--- src/rtl/twd_pkg.sv ---
package twd_pkg;
  localparam int ADDR_W = 7;
  localparam int DATA_W = 32;
  // slot positions inside a frame; the order is the protocol itself
  localparam int S_DIR  = ADDR_W;
  localparam int S_HPAR = S_DIR + 1;
  localparam int S_TA0  = S_HPAR + 1;
  localparam int S_Z0   = S_TA0 + 3;
  localparam int S_DAT  = S_Z0 + 2;
  localparam int S_DPAR = S_DAT + DATA_W;
  localparam int S_TB0  = S_DPAR + 1;
  localparam int S_ONE  = S_TB0 + 3;
  localparam int S_END  = S_ONE + 1;
  localparam int N_SLOT = S_END + 1;
  localparam int IDX_W  = $clog2(N_SLOT);

  typedef enum logic [1:0] {K_DRV, K_IGN, K_RDAT, K_RPAR} slot_kind_e;

  function automatic logic hdr_par(input logic [ADDR_W-1:0] a, input logic w);
    return ^{a, w};
  endfunction

  function automatic logic data_par(input logic [DATA_W-1:0] d);
    return ^d;
  endfunction

  function automatic slot_kind_e slot_kind(input logic [IDX_W-1:0] idx, input logic w);
    int i;
    i = int'(idx);
    if (i < S_TA0)       return K_DRV;
    else if (i < S_Z0)   return K_IGN;
    else if (i < S_DAT)  return K_DRV;
    else if (i < S_DPAR) return w ? K_DRV : K_RDAT;
    else if (i == S_DPAR) return w ? K_DRV : K_RPAR;
    else if (i < S_ONE)  return K_IGN;
    else                 return K_DRV;
  endfunction

  function automatic logic slot_bit(input logic [IDX_W-1:0] idx,
                                    input logic [ADDR_W-1:0] a, input logic w,
                                    input logic [DATA_W-1:0] d);
    int i;
    logic [ADDR_W-1:0] ta;
    logic [DATA_W-1:0] td;
    i  = int'(idx);
    ta = a >> (ADDR_W - 1 - i);
    td = d >> (DATA_W - 1 - (i - S_DAT));
    if (i < S_DIR)        return ta[0];
    else if (i == S_DIR)  return w;
    else if (i == S_HPAR) return hdr_par(a, w);
    else if (i < S_DAT)   return 1'b0;
    else if (i < S_DPAR)  return td[0];
    else if (i == S_DPAR) return data_par(d);
    else if (i == S_ONE)  return 1'b1;
    else                  return 1'b0;
  endfunction
endpackage

--- src/rtl/twd_divider.sv ---
module twd_divider #(
  parameter int DIV_W = 8
) (
  input  logic             clk,
  input  logic             rst_n,
  input  logic             run,
  input  logic [DIV_W-1:0] limit,
  output logic             tick
);
  logic [DIV_W-1:0] cnt;

  assign tick = run && (cnt == limit);

  always_ff @(posedge clk or negedge rst_n) begin
    if (!rst_n)          cnt <= '0;
    else if (!run || tick) cnt <= '0;
    else                 cnt <= cnt + 1'b1;
  end


  cnt_bound_chk: assert property (@(posedge clk) disable iff (!rst_n) run |-> cnt <= limit);
endmodule

--- src/rtl/twd_framer.sv ---
module twd_framer
  import twd_pkg::*;
(
  input  logic             clk,
  input  logic             rst_n,
  input  logic             accept,
  input  logic             tick,
  output logic             busy,
  output logic [IDX_W-1:0] idx,
  output logic             phase,
  output logic             rise,
  output logic             done
);
  localparam logic [IDX_W-1:0] LAST = IDX_W'(S_END);

  assign rise = busy && tick && !phase;

  always_ff @(posedge clk or negedge rst_n) begin
    if (!rst_n) begin
      busy <= 1'b0; idx <= '0; phase <= 1'b0; done <= 1'b0;
    end else begin
      done <= 1'b0;
      if (!busy) begin
        if (accept) begin
          busy <= 1'b1; idx <= '0; phase <= 1'b0;
        end
      end else if (tick) begin
        if (!phase) begin
          phase <= 1'b1;
        end else if (idx == LAST) begin
          busy <= 1'b0; phase <= 1'b0; done <= 1'b1;
        end else begin
          idx <= idx + 1'b1; phase <= 1'b0;
        end
      end
    end
  end


  idx_range_chk: assert property (@(posedge clk) disable iff (!rst_n) idx <= LAST);

  done_pulse_chk: assert property (@(posedge clk) disable iff (!rst_n) done |=> !done);

  done_idle_chk: assert property (@(posedge clk) disable iff (!rst_n) done |-> !busy && !phase);
endmodule

--- src/rtl/twd_rx.sv ---
module twd_rx
  import twd_pkg::*;
(
  input  logic              clk,
  input  logic              rst_n,
  input  logic              accept,
  input  logic              rise,
  input  slot_kind_e        kind,
  input  logic              din,
  input  logic              line_oe,
  output logic [DATA_W-1:0] rdata,
  output logic              perr
);
  always_ff @(posedge clk or negedge rst_n) begin
    if (!rst_n) begin
      rdata <= '0; perr <= 1'b0;
    end else if (accept) begin
      perr <= 1'b0;
    end else if (rise && kind == K_RDAT) begin
      rdata <= {rdata[DATA_W-2:0], din};
    end else if (rise && kind == K_RPAR) begin
      perr <= data_par(rdata) ^ din;
    end
  end


  rd_release_chk: assert property (@(posedge clk) disable iff (!rst_n)
    rise && (kind == K_RDAT || kind == K_RPAR) |-> !line_oe);
endmodule

--- src/rtl/twd_master.sv ---
module twd_master
  import twd_pkg::*;
#(
  parameter int DIV_W = 8
) (
  input  logic              clk,
  input  logic              rst_n,
  input  logic              start_i,
  input  logic              wr_i,
  input  logic [ADDR_W-1:0] addr_i,
  input  logic [DATA_W-1:0] wdata_i,
  input  logic [DIV_W-1:0]  div_i,
  output logic [DATA_W-1:0] rdata_o,
  output logic              perr_o,
  output logic              done_o,
  output logic              swclk_o,
  output logic              swd_oe_o,
  output logic              swd_do_o,
  input  logic              swd_di_i
);
  logic              busy, rise, tick, accept;
  logic [IDX_W-1:0]  idx;
  logic [ADDR_W-1:0] addr_q;
  logic              wr_q;
  logic [DATA_W-1:0] wdata_q;
  logic [DIV_W-1:0]  div_q;
  slot_kind_e        kind;

  assign accept = start_i && !busy;

  always_ff @(posedge clk or negedge rst_n) begin
    if (!rst_n) begin
      addr_q <= '0; wr_q <= 1'b0; wdata_q <= '0; div_q <= '0;
    end else if (accept) begin
      addr_q <= addr_i; wr_q <= wr_i; wdata_q <= wdata_i; div_q <= div_i;
    end
  end

  twd_divider #(.DIV_W(DIV_W)) u_div (
    .clk(clk), .rst_n(rst_n), .run(busy), .limit(div_q), .tick(tick)
  );

  twd_framer u_frm (
    .clk(clk), .rst_n(rst_n), .accept(accept), .tick(tick),
    .busy(busy), .idx(idx), .phase(swclk_o), .rise(rise), .done(done_o)
  );

  assign kind     = slot_kind(idx, wr_q);
  assign swd_oe_o = busy && (kind == K_DRV);
  assign swd_do_o = swd_oe_o && slot_bit(idx, addr_q, wr_q, wdata_q);

  twd_rx u_rx (
    .clk(clk), .rst_n(rst_n), .accept(accept), .rise(rise), .kind(kind),
    .din(swd_di_i), .line_oe(swd_oe_o), .rdata(rdata_o), .perr(perr_o)
  );


  stable_high_chk: assert property (@(posedge clk) disable iff (!rst_n)
    swclk_o && $past(swclk_o) |-> $stable(swd_do_o) && $stable(swd_oe_o));

  idle_low_chk: assert property (@(posedge clk) disable iff (!rst_n)
    !busy |-> !swclk_o && !swd_oe_o);
endmodule

--- config.mk ---
export PLATFORM = sky130hd
export DESIGN_NAME = twd_master
export DESIGN_NICKNAME = d
export VERILOG_FILES = /design/src/rtl/twd_pkg.sv /design/src/rtl/twd_divider.sv /design/src/rtl/twd_framer.sv /design/src/rtl/twd_rx.sv /design/src/rtl/twd_master.sv
export SDC_FILE = /design/constraint.sdc
export NUM_CORES = 1
export LEC_CHECK = 0
export BUFFER_PORTS_ARGS = -buffer_cell sky130_fd_sc_hd__buf_2
export CORE_UTILIZATION = 55
export DETAILED_ROUTE_END_ITERATION = 6
export GPL_TIMING_DRIVEN = 0
export PLACE_DENSITY = 0.78
export RECOVER_POWER = 100
export SYNTH_ARGS = -nofsm -noshare
export SYNTH_HDL_FRONTEND = slang
export SYNTH_SLANG_ARGS = --single-unit
--- constraint.sdc ---
create_clock -name clk -period 6.21 [get_ports clk]
set_input_delay 0.621 -clock clk [delete_from_list [all_inputs] [get_ports clk]]
set_output_delay 0.621 -clock clk [all_outputs]
set_load 0.005 [all_outputs]
Word-level counts from Yosys, hierarchy flattened. Cells that the tools add are included.

Eq/ne operators: 12. Mux-type cells: 37. $add $sub $neg: 5. Shifts and indexed selects: 2. Bitwise gates (word level): 2. $lt $le $gt $ge: 6. Reduce and logical (&&, ||, !) cells: 21.

Operators by type and width (number): $reduce_xor A32 Y1 (2); $shr A32 B32 Y1 (1); $shr A7 B32 Y1 (1); $mux W6 (5); $mux W1 (24); $lt A6 B4 Y1 const B (3); $mux W2 (7); $eq A6 B5 Y1 const B (2); $eq A6 B6 Y1 const B (2); $lt A6 B6 Y1 const B (2); $add A8 B1 Y8 const B (1); $eq A8 B8 Y1 (1); $logic_and A1 B1 Y1 (8); $mux W8 (1); $ne A2 B2 Y1 const B (4); $reduce_xor A8 Y1 (1); $sub A6 B7 Y8 const A (1); $sub A3 B6 Y7 const A (1); $sub A6 B4 Y7 const B (1); $add A6 B1 Y6 const B (1); $eq A6 B4 Y1 const B (1); $lt A6 B3 Y1 const B (1); $reduce_and A2 Y1 (3); $eq A2 B2 Y1 const B (2); 7 further kinds (9).

Bits in registers: 98. Output and inout port bits: 37. Word-level logic and storage cells: 96.

Logic depth before layout (Yosys ltp). Gate-level depths: netlist of run 1.

Word-level depth: 12. Depth in mapped cells: 11. Mapped depth without buffers: 9.

Cells and area by module. From an unflattened synthesis of run 1, not the netlist that was laid out.

Cell total of the unflattened synthesis: 439. Area, all modules: 5430.2 um^2.

By module, submodules not included: twd_master (area an instance 2921.6 um^2, cells an instance 243, times used 1); twd_rx (area an instance 1529.0 um^2, cells an instance 106, times used 1); twd_divider (area an instance 500.5 um^2, cells an instance 46, times used 1); twd_framer (area an instance 479.2 um^2, cells an instance 44, times used 1).

Worst setup path after synthesis of run 1. OpenSTA, ideal clock, no wires.

Path type: register to output. Start: register u_frm.idx[0]. End: output swd_do_o. Arrival: 2071 ps. Cell stages (with the launch flop): 12. Setup slack: 3518 ps. Path through: dfrtp_1 -> buf_4 -> buf_4 -> inv_1 -> ha_1 -> mux2i_1 -> nor2_1 -> a31o_2 -> nand3b_1 -> nand4_1 -> nand2_1 -> a2111oi_0.

Longest elaborated chain between the ends: 10.

RTL lines: start, declared (RTL line twd_framer.sv:9) `output logic [IDX_W-1:0] idx,`; start signal, assigned (RTL line twd_framer.sv:20) `busy <= 1'b0; idx <= '0; phase <= 1'b0; done <= 1'b0;`; start signal, assigned (RTL line twd_framer.sv:25) `busy <= 1'b1; idx <= '0; phase <= 1'b0;`; start signal, assigned (RTL line twd_framer.sv:33) `idx <= idx + 1'b1; phase <= 1'b0;`; branches (longest 9 deep; another with $sub A6 B7 Y8); $logic_and A1 B1 Y1 * (RTL line twd_master.sv:50) `assign swd_do_o = swd_oe_o && slot_bit(idx, addr_q, wr_q, wdata_q);`; end, declared (RTL line twd_master.sv:18) `output logic swd_do_o,`.

Every way passes the cells marked *.

Worst setup path after layout of run 1. Ends and elaborated chain as after synthesis.

==> metrics.csv, run 1 <==
metric,value,unit
row cnt,35,
"Setup violations, final",0,
Power Density,276.0,nW/um2
port buffer count,88,
drt wl/cell,14.30,um
WP data required,5.59,ns
hold path depth,3,
worst slack at placement,2.980,ns
Synth top area share,46.39,%
Worst Tran Pin Value,1.674,ns
Post-Synthesis Cells,508,
FF-to-FF Start,u_frm.idx[0]$_DFFE_PN0P_,
yosys warns,0,
WHS,0.4372,ns
Critical Path Start Type,flop,
max-capacitance violation count,1,
Synth Net Count,567,
placer's final routability congestion estimate,0.9330,
IO Pins,89,
clk_skew,0.01238,ns
post-route clock period utilization,70.46,%
min-delay src,div_i[6],
vias,3845,
Final ANT Viol Nets,0,
R2R depth,9,
starting density of the core,56.94,%
type of the worst setup path,reg2out,
VDD IR-drop max,0.0001226,V
Vias/cell,5.189,
crit path max fanout,10,
CORE AREA,9284,um2
GRT Util Overall,23.20,%
gr ovfl total,0,
fill count,821,
failing checks,"capacitance limit, slew limit",
initial DRC count,126,
worst min-delay path endpoint,div_q[6]$_DFFE_PN0P_,
largest cells by area after synthesis,"dfrtp_1, nand2_1, xnor2_1, mux2_4, xor2_1",
Async SR Flop Fraction,100.0,%
die height,100.0,um
dpl hpwl,7748,um
Mapped Area,5286,um2
Yosys reg bits,98,
layout cells sized above 1,18.63,%
reg-to-reg endpoint,u_rx.rdata[7]$_DFFE_PN0P_,
CTS tree,built,
Die W,100.0,um
drt drc,0,
crit path DAT,3.75,ns
H-tree depth reported by CTS,3,
largest net degree at the start of global routing,71,
post_cts resized,0,
routed wire length,10600,um
"Seq/Total Area, Yosys",46.39,%
RSZ-0062 raised after global routing,false,
Fmax,228.6,MHz
first-pass GRT wire length,18260,um
status,finished with violations,
fin worst setup slack,1.835,ns
Slew Limit Headroom,-11.58,%
number of diodes,0,
Clock Path Buffers,2,
number of global-route vias before repair,3863,
Pleak,3.020,nW
hold_buf cts,0,
Mean Syn Cell Area,10.41,um2
total negative setup slack,0,ns
Max Transition Viols Final,29,
Post-synth EDFFs,0,
Worst-Skew Late Latency,0.37,ns
total setup buffers inserted after CTS,0,
Final Critical Period,4.375,ns
nature of the critical path endpoint,output port,
final hold vios,0,
"Clk pin slew, worst setup/hold paths",0.10,ns
Area Growth Syn to Fin,12.14,%
CTS root buf,clkbuf_8,
DRT Pass-1 Iters,4,
Hold Crit Class,in2reg,
Layout Nets,667,
ys flop type,dfrtp_1,
Cell variety after synth,43,
clock sinks,98,
antenna violations before repair,0,
total CTS buffers,9,
cell taking the most area after synthesis,dfrtp_1,
die area,10010,um2
post-route core utilization,63.85,%
Reg2Reg Setup Slack,2.59,ns
total power,1.636,mW
[metrics by stage]
step / instances / area, um2
3_5_place_dp: 726 / 5918
4_1_cts: 741 / 6092
2_1_floorplan: 508 / 5286
3_3_place_gp: 725 / 5888
6_report: 741 / 5928
5_1_grt: 741 / 5928
[state kept, by name, summed over array words and instances, names as in the netlist]
signal	count
addr_q	7
div_q	8
u_frm.done	1
u_rx.perr	1
u_rx.rdata	32
u_frm.phase	1
wdata_q	32
wr_q	1
u_frm.busy	1
u_div.cnt	8
u_frm.idx	6
[critical path, cell delays in order (launching register included)]
cell       delay (ns)
dfrtp_1          0.36
clkbuf_1         0.49
clkbuf_1         0.55
inv_1            0.22
ha_1             0.41
mux2i_1          0.14
nor2_1           0.09
a31o_2           0.10
nand3b_1         0.07
nand4_1          0.11
nand2_1          0.05
a2111oi_0        0.62
clkbuf_1         0.17
[cells in the final DEF (no fill, tap or decap), types with 2 or more instances in the layout]
cell type,n
a21oi_1,3
and3_1,7
buf_1,3
buf_2,81
clkbuf_1,27
clkbuf_8,9
dfrtp_1,98
ha_1,7
inv_1,7
inv_6,2
mux2_1,27
mux2_2,4
mux2_4,3
mux2i_1,8
mux4_2,7
nand2_1,161
nand3_1,9
nand3b_1,3
nand4_1,3
nor2_1,18
nor4_1,3
nor4bb_1,2
o21ai_0,8
xnor2_1,63
xor2_1,24
[layout make-up]
| class | count | area, um2 | share of cell area (%) |
|---|---|---|---|
| plain buffers | 23 | 91.34 | 1.541 |
| clock buffers | 9 | 123.9 | 2.089 |
| clock inverters | 6 | 50.05 | 0.8442 |
| inverters | 7 | 26.28 | 0.4432 |
| multi-input cells | 380 | 2569 | 43.33 |
| flip-flops and latches | 98 | 2452 | 41.37 |
| well taps | 129 | 161.4 | 2.723 |
| repair buffers | 89 | 454.2 | 7.661 |
[worst max-delay path by stage]
stage,from,depth (start not counted),slack (ns),to
2_1_floorplan,u_frm.idx[0]$_DFFE_PN0P_,11,3.52,swd_do_o
3_3_place_gp,u_frm.idx[1]$_DFFE_PN0P_,9,3.05,swd_do_o
3_5_place_dp,u_frm.idx[1]$_DFFE_PN0P_,9,2.98,swd_do_o
4_1_cts,u_frm.idx[1]$_DFFE_PN0P_,9,2.57,swd_do_o
5_1_grt,u_frm.idx[0]$_DFFE_PN0P_,12,1.60,swd_do_o
6_report,u_frm.idx[0]$_DFFE_PN0P_,12,1.83,swd_do_o
[cells by family (layout without fill, tap and decap cells)]
logic type | Yosys count | in the layout | share of synthesized area (%)
multiplexers | 49 | 49 | 13.87
XOR/XNOR | 88 | 88 | 14.84
flip-flops | 98 | 98 | 46.39
buffers and inverters | 30 | 134 | 2.817
AND/OR/NAND/NOR | 213 | 213 | 17.42
AO/OA/AOI/OAI | 23 | 23 | 3.006
adder cells (fa/ha/maj) | 7 | 7 | 1.657
[report_power, final]
group	switching [mW]	total (mW)	internal [mW]
sequential	0.0663	0.760	0.693
clock	0.233	0.382	0.149
combinational	0.261	0.495	0.234
[layer usage]
metal	up-vias	global-route usage, %	wire length, um
met3	13	5.989	552
li1	1863	-	-
met5	-	0	0
met1	1873	30.07	4861
met2	96	37.77	5051
met4	0	8.696	134
[cell usage after synthesis (7+ instances only)]
master,count
mux2_4,30
mux2i_1,8
nand3_1,9
inv_1,7
clkbuf_1,7
dfrtp_1,98
ha_1,7
nand2_1,161
xnor2_1,63
and3_1,7
nor2_1,18
mux4_2,7
xor2_1,24
o21ai_0,8
Power figures use the tool's default switching activity.
==> inputs of run 2 (changes only) <==
Settings changed: CORE_UTILIZATION 55 to 51, PLACE_DENSITY 0.78 to 0.76.
Clock period 6.21 ns to 3.94 ns, I/O delays scaled along.
==> run 2 against run 1 <==
Net effect:
- the run still ends with capacitance limit, slew limit left
- count of clock-buffer cells in the layout unchanged
- non-clock buffer count up 1
- worst setup slack worse by 1.4 ns
- combinational power up 59%
- global-route usage down 0.98 points
- flip-flop and latch count unchanged
- cell count up 0.81%
- die area up 7.7%
- routed wire length up 3.8%
- critical endpoint is now u_rx.rdata[10]$_DFFE_PN0P_
- highest routed layer unchanged
==> metrics.csv, run 2 (synthesis results as in run 1) <==
metric,value,unit
status,finished with violations,
failing checks,"capacitance limit, slew limit",
Hold Crit Class,in2reg,
starting density of the core,53.35,%
clock sinks,98,
Max Transition Viols Final,28,
Vias/cell,5.083,
antenna violations before repair,0,
crit-path max cell delay,0.82,ns
WHS,0.2012,ns
dpl hpwl,7941,um
switch share,31.63,%
CTS root buf,clkbuf_8,
CTS tree,built,
CORE AREA,9910,um2
drt wl/cell,14.73,um
share of power burned in registers,43.3,%
number of diodes,0,
Slew Limit Headroom,-8.096,%
Int Pwr,1.891,mW
Worst Tran Pin Value,1.621,ns
VDD IR-drop max,0.0002320,V
placer's final routability congestion estimate,0.8832,
Power Density,459.4,nW/um2
post-route clock period utilization,88.82,%
number of global-route vias before repair,3959,
top flop regs,"u_rx.rdata: 32 flops, wdata_q: 32 flops",
WP data required,4.20,ns
H-tree depth reported by CTS,3,
row cnt,36,
nature of the critical path endpoint,flop,
Pleak,3.048,nW
first-pass GRT wire length,19300,um
Worst-Skew Late Latency,0.38,ns
"Setup violations, final",0,
total negative setup slack,0,ns
type of the worst setup path,reg2reg,
IO Pins,89,
Fmax,285.7,MHz
drt drc,0,
Clock Path Buffers,2,
Final ANT Viol Nets,0,
"commonest cells after routing, fill and taps aside","nand2_1, dfrtp_1, buf_2",
RSZ-0062 raised after global routing,false,
clock share of power,28.2,%
largest net degree at the start of global routing,72,
"Top cell by count, worst path",nand2_1,
Combinational Power Share,28.5,%
die area,10780,um2
clk_skew,0.01420,ns
gr ovfl total,0,
Die W,103.8,um
max-capacitance violation count,1,
vias,3797,
routed wire length,11010,um
port buffer count,88,
Critical Path Start Type,flop,
switching pwr,0.8751,mW
initial DRC count,174,
Area Growth Syn to Fin,13.92,%
worst-path cell chain,"ha_1, nand2_1, nor4b_4, nand2_1, a31o_1, nor4b_1, clkbuf_1, mux2_1",
Critical Path Slowest Stage Cell,nor4b_1,
DRT Pass-1 Iters,4,
Final Critical Period,3.500,ns
crit path DAT,3.76,ns
crit path max fanout,10,
layout cells sized above 1,18.89,%
die height,103.8,um
"Clk pin slew, worst setup/hold paths",0.09,ns
"commonest non-fill, non-tap cell in the layout",nand2_1,
Layout Nets,668,
total CTS buffers,9,
final hold vios,0,
post_cts resized,0,
GRT Util Overall,22.22,%
total setup buffers inserted after CTS,0,
==> run 2: cell types whose count changed in the layout (fill, tap and decap cells not counted), moves of 2 or more <==
cell       change
buf_2          -3
buf_4          +2
mux2_1         -3
bufinv_16      +3
mux2_4         +3
==> run 2: stage by stage <==
stage	util (%)	power [mW]	instances	area [um2]	setup slack [ns]
floorplan	-	1.794	508	5286	1.475
global placement	59.47	1.976	729	5893	0.9574
detailed placement	59.77	2.014	730	5923	0.9942
CTS	62.30	2.796	747	6173	0.5436
global route	60.77	2.923	747	6022	0.1703
finish	60.77	2.766	747	6022	0.4403
==> run 2: metal layers <==
metal	wire length (um)	share of wire [%]	track usage (%)	vias up
met5	0	0	0	-
met4	148	1.3	7.347	0
met3	667	6.1	5.916	13
li1	-	-	-	1858
met2	5132	47	34.48	91
met1	5055	46	30.29	1835
==> run 2: critical path, delay by kind of cell, from the launching register on <==
kind / cells / cell delay (ns)
compound gates: 1 / 0.26
fa+ha+maj: 1 / 0.31
buf+inv: 1 / 0.54
flops: 1 / 0.48
mux: 1 / 0.39
simple gates: 4 / 1.40
==> run 2: worst paths after layout <==
| kind | start | end | slack [ns] | cells after the start |
|---|---|---|---|---|
| max reg2reg | u_frm.idx[1]$_DFFE_PN0P_ | u_rx.rdata[10]$_DFFE_PN0P_ | 0.44 | 8 |
| max in group asynchronous | rst_n | u_frm.idx[5]$_DFFE_PN0P_ | 1.93 | 3 |
| min in group asynchronous | rst_n | wdata_q[21]$_DFFE_PN0P_ | 0.97 | 2 |
| min reg2reg | div_q[3]$_DFFE_PN0P_ | div_q[3]$_DFFE_PN0P_ | 0.50 | 2 |
| max | u_frm.idx[1]$_DFFE_PN0P_ | u_rx.rdata[10]$_DFFE_PN0P_ | 0.44 | 8 |
| min | wdata_i[17] | wdata_q[17]$_DFFE_PN0P_ | 0.20 | 3 |
==> run 2: power groups by stage <==
| stage | registers, mW | logic [mW] | clock network, mW |
|---|---|---|---|
| 2_1_floorplan | 1.19 | 0.601 | 0 |
| 3_3_place_gp | 1.21 | 0.763 | 0 |
| 3_5_place_dp | 1.22 | 0.797 | 0 |
| 4_1_cts | 1.20 | 0.801 | 0.796 |
| 5_1_grt | 1.21 | 0.870 | 0.839 |
| 6_report | 1.20 | 0.788 | 0.780 |
==> run 2: layout make-up <==
type                            count  area (um2)
Fill cell                         868        3887
Multi-Input combinational cell    380        2577
Sequential cell                    98        2452
Timing Repair Buffer               90       460.4
Tap cell                          133       166.4
Clock buffer                        9       123.9
Clock inverter                      7       116.4
Buffer                             23       98.84
Inverter                            7       26.28
==> run 2: repair_timing <==
| action | CTS | global route |
|---|---|---|
| endpoints found under the hold margin | 27 | 0 |
| hold buffers | 1 | 0 |
| setup endpoints to repair | 0 | 0 |
==> inputs of run 3 (changes only) <==
Settings changed: CORE_UTILIZATION 51 to 55, PLACE_DENSITY 0.76 to 0.78.
Clock period 3.94 ns to 4.5 ns, I/O delays scaled along.
==> run 3 against run 2 <==
Net effect:
- the run still ends with capacitance limit, slew limit left
- register-to-register slack gained 0.55 ns
- critical path depth grew 4
- combinational power shrank 13%
- die area shrank 7.1%
- sequential share of layout area grew 0.74 points
- worst setup slack gained 0.16 ns
- flip-flop and latch count is the same
- power shrank 18%
==> metrics.csv, run 3 (synthesis results as in run 1) <==
metric,value,unit
hold path depth,3,
gr ovfl total,0,
Critical Path Start Type,flop,
post_cts resized,0,
die area,10010,um2
Slew Limit Headroom,-12.59,%
reg-to-reg endpoint,u_rx.rdata[14]$_DFFE_PN0P_,
top flop regs,"u_rx.rdata: 32 flops, wdata_q: 32 flops",
Power Density,381.4,nW/um2
port buffer count,88,
crit path DAT,3.45,ns
post-route clock period utilization,86.69,%
Pleak,3.015,nW
VDD IR-drop max,0.0001688,V
"Setup violations, final",0,
WP data required,4.05,ns
vias,3826,
Reg2Reg Setup Slack,0.99,ns
share of power burned in registers,46.4,%
Die W,100.0,um
Area Growth Syn to Fin,11.88,%
drt drc,0,
post-route core utilization,63.71,%
hold_buf cts,0,
"commonest non-fill, non-tap cell in the layout",nand2_1,
placed inst area,5918,um2
Combinational Power Share,30.2,%
Final Cell Area,5914,um2
IO Pins,89,
crit path max fanout,10,
Layout Nets,667,
Worst-Skew Late Latency,0.37,ns
Max Transition Viols Final,101,
layout cells sized above 1,18.95,%
failing checks,"capacitance limit, slew limit",
type of the worst setup path,reg2out,
switch share,34.16,%
Int Pwr,1.485,mW
DRT Pass-1 Iters,4,
final hold vios,0,
Clock Path Buffers,2,
"commonest cells after routing, fill and taps aside","nand2_1, dfrtp_1, buf_2",
CTS tree,built,
clk_skew,0.01221,ns
total setup buffers inserted after CTS,0,
row cnt,35,
status,finished with violations,
clock sinks,98,
FF-to-FF Start,u_frm.idx[1]$_DFFE_PN0P_,
drt wl/cell,14.29,um
number of global-route vias before repair,3863,
dpl hpwl,7748,um
nature of the critical path endpoint,output port,
antenna violations before repair,0,
R2R depth,8,
placer's final routability congestion estimate,0.9330,
RSZ-0062 raised after global routing,false,
total CTS buffers,9,
Worst Tran Pin Value,1.689,ns
"Clk pin slew, worst setup/hold paths",0.10,ns
min-delay src,div_i[6],
GRT Util Overall,23.20,%
Hold Crit Class,in2reg,
total negative setup slack,0,ns
fill count,823,
initial DRC count,148,
first-pass GRT wire length,18260,um
CTS root buf,clkbuf_8,
clock share of power,23.3,%
routed wire length,10590,um
worst min-delay path endpoint,div_q[6]$_DFFE_PN0P_,
starting density of the core,56.94,%
Final Critical Period,3.901,ns
Vias/cell,5.163,
H-tree depth reported by CTS,3,
number of diodes,0,
Fmax,256.3,MHz
CORE AREA,9284,um2
Final ANT Viol Nets,0,
total power,2.256,mW
largest net degree at the start of global routing,71,
die height,100.0,um
max-capacitance violation count,2,
switching pwr,0.7706,mW
## run 3: cell type report
type	count	area (um2)	area share, %
multi-input combinational	380	2574	43.52
sequential	98	2452	41.46
timing repair buffer	89	431.7	7.299
tap	129	161.4	2.729
clock buffer	9	123.9	2.094
buffer	23	95.09	1.608
clock inverter	6	50.05	0.8462
inverter	7	26.28	0.4443
## run 3: layer usage
layer  wire length (um)  track usage (%)  share of wire (%)  vias up
li1                   -                -                  -     1866
met1               4879            30.07                 46     1857
met2               5050            37.77                 48       86
met3                510            5.989                4.8       17
met4                153            8.696                1.4        0
met5                  0                0                  0        -
## run 3: power by group through the flow
stage / clock, mW / combinational, mW / sequential, mW
CTS: 0.539 / 0.700 / 1.05
global route: 0.572 / 0.764 / 1.06
detailed placement: 0 / 0.693 / 1.07
global placement: 0 / 0.666 / 1.06
finish: 0.526 / 0.682 / 1.05
floorplan: 0 / 0.526 / 1.04
## run 3: how the worst max path moves through the flow
stage / end / cells past startpoint / from / slack [ns]
2_1_floorplan: swd_do_o / 11 / u_frm.idx[0]$_DFFE_PN0P_ / 1.98
3_3_place_gp: swd_do_o / 9 / u_frm.idx[1]$_DFFE_PN0P_ / 1.51
3_5_place_dp: swd_do_o / 9 / u_frm.idx[1]$_DFFE_PN0P_ / 1.44
4_1_cts: swd_do_o / 9 / u_frm.idx[1]$_DFFE_PN0P_ / 1.03
5_1_grt: swd_do_o / 12 / u_frm.idx[0]$_DFFE_PN0P_ / 0.44
6_report: swd_do_o / 12 / u_frm.idx[0]$_DFFE_PN0P_ / 0.60
## run 3: through the flow
stage,instances,setup slack [ns],hold WS (ns)
final,741,0.5988,0.2645
after detailed placement,726,1.441,0.4013
after global placement,725,1.510,0.4808
after CTS,741,1.030,0.002881
after floorplan,508,1.979,0.1544
after global routing,741,0.4352,0.2436
## run 3: worst max-delay path, stage by stage (launching register included)
cell       delay (ns)
dfrtp_1          0.36
buf_4            0.20
clkbuf_1         0.51
inv_1            0.22
ha_1             0.41
mux2i_1          0.14
nor2_1           0.09
a31o_2           0.10
nand3b_1         0.07
nand4_1          0.11
nand2_1          0.06
a2111oi_0        0.63
clkbuf_1         0.17
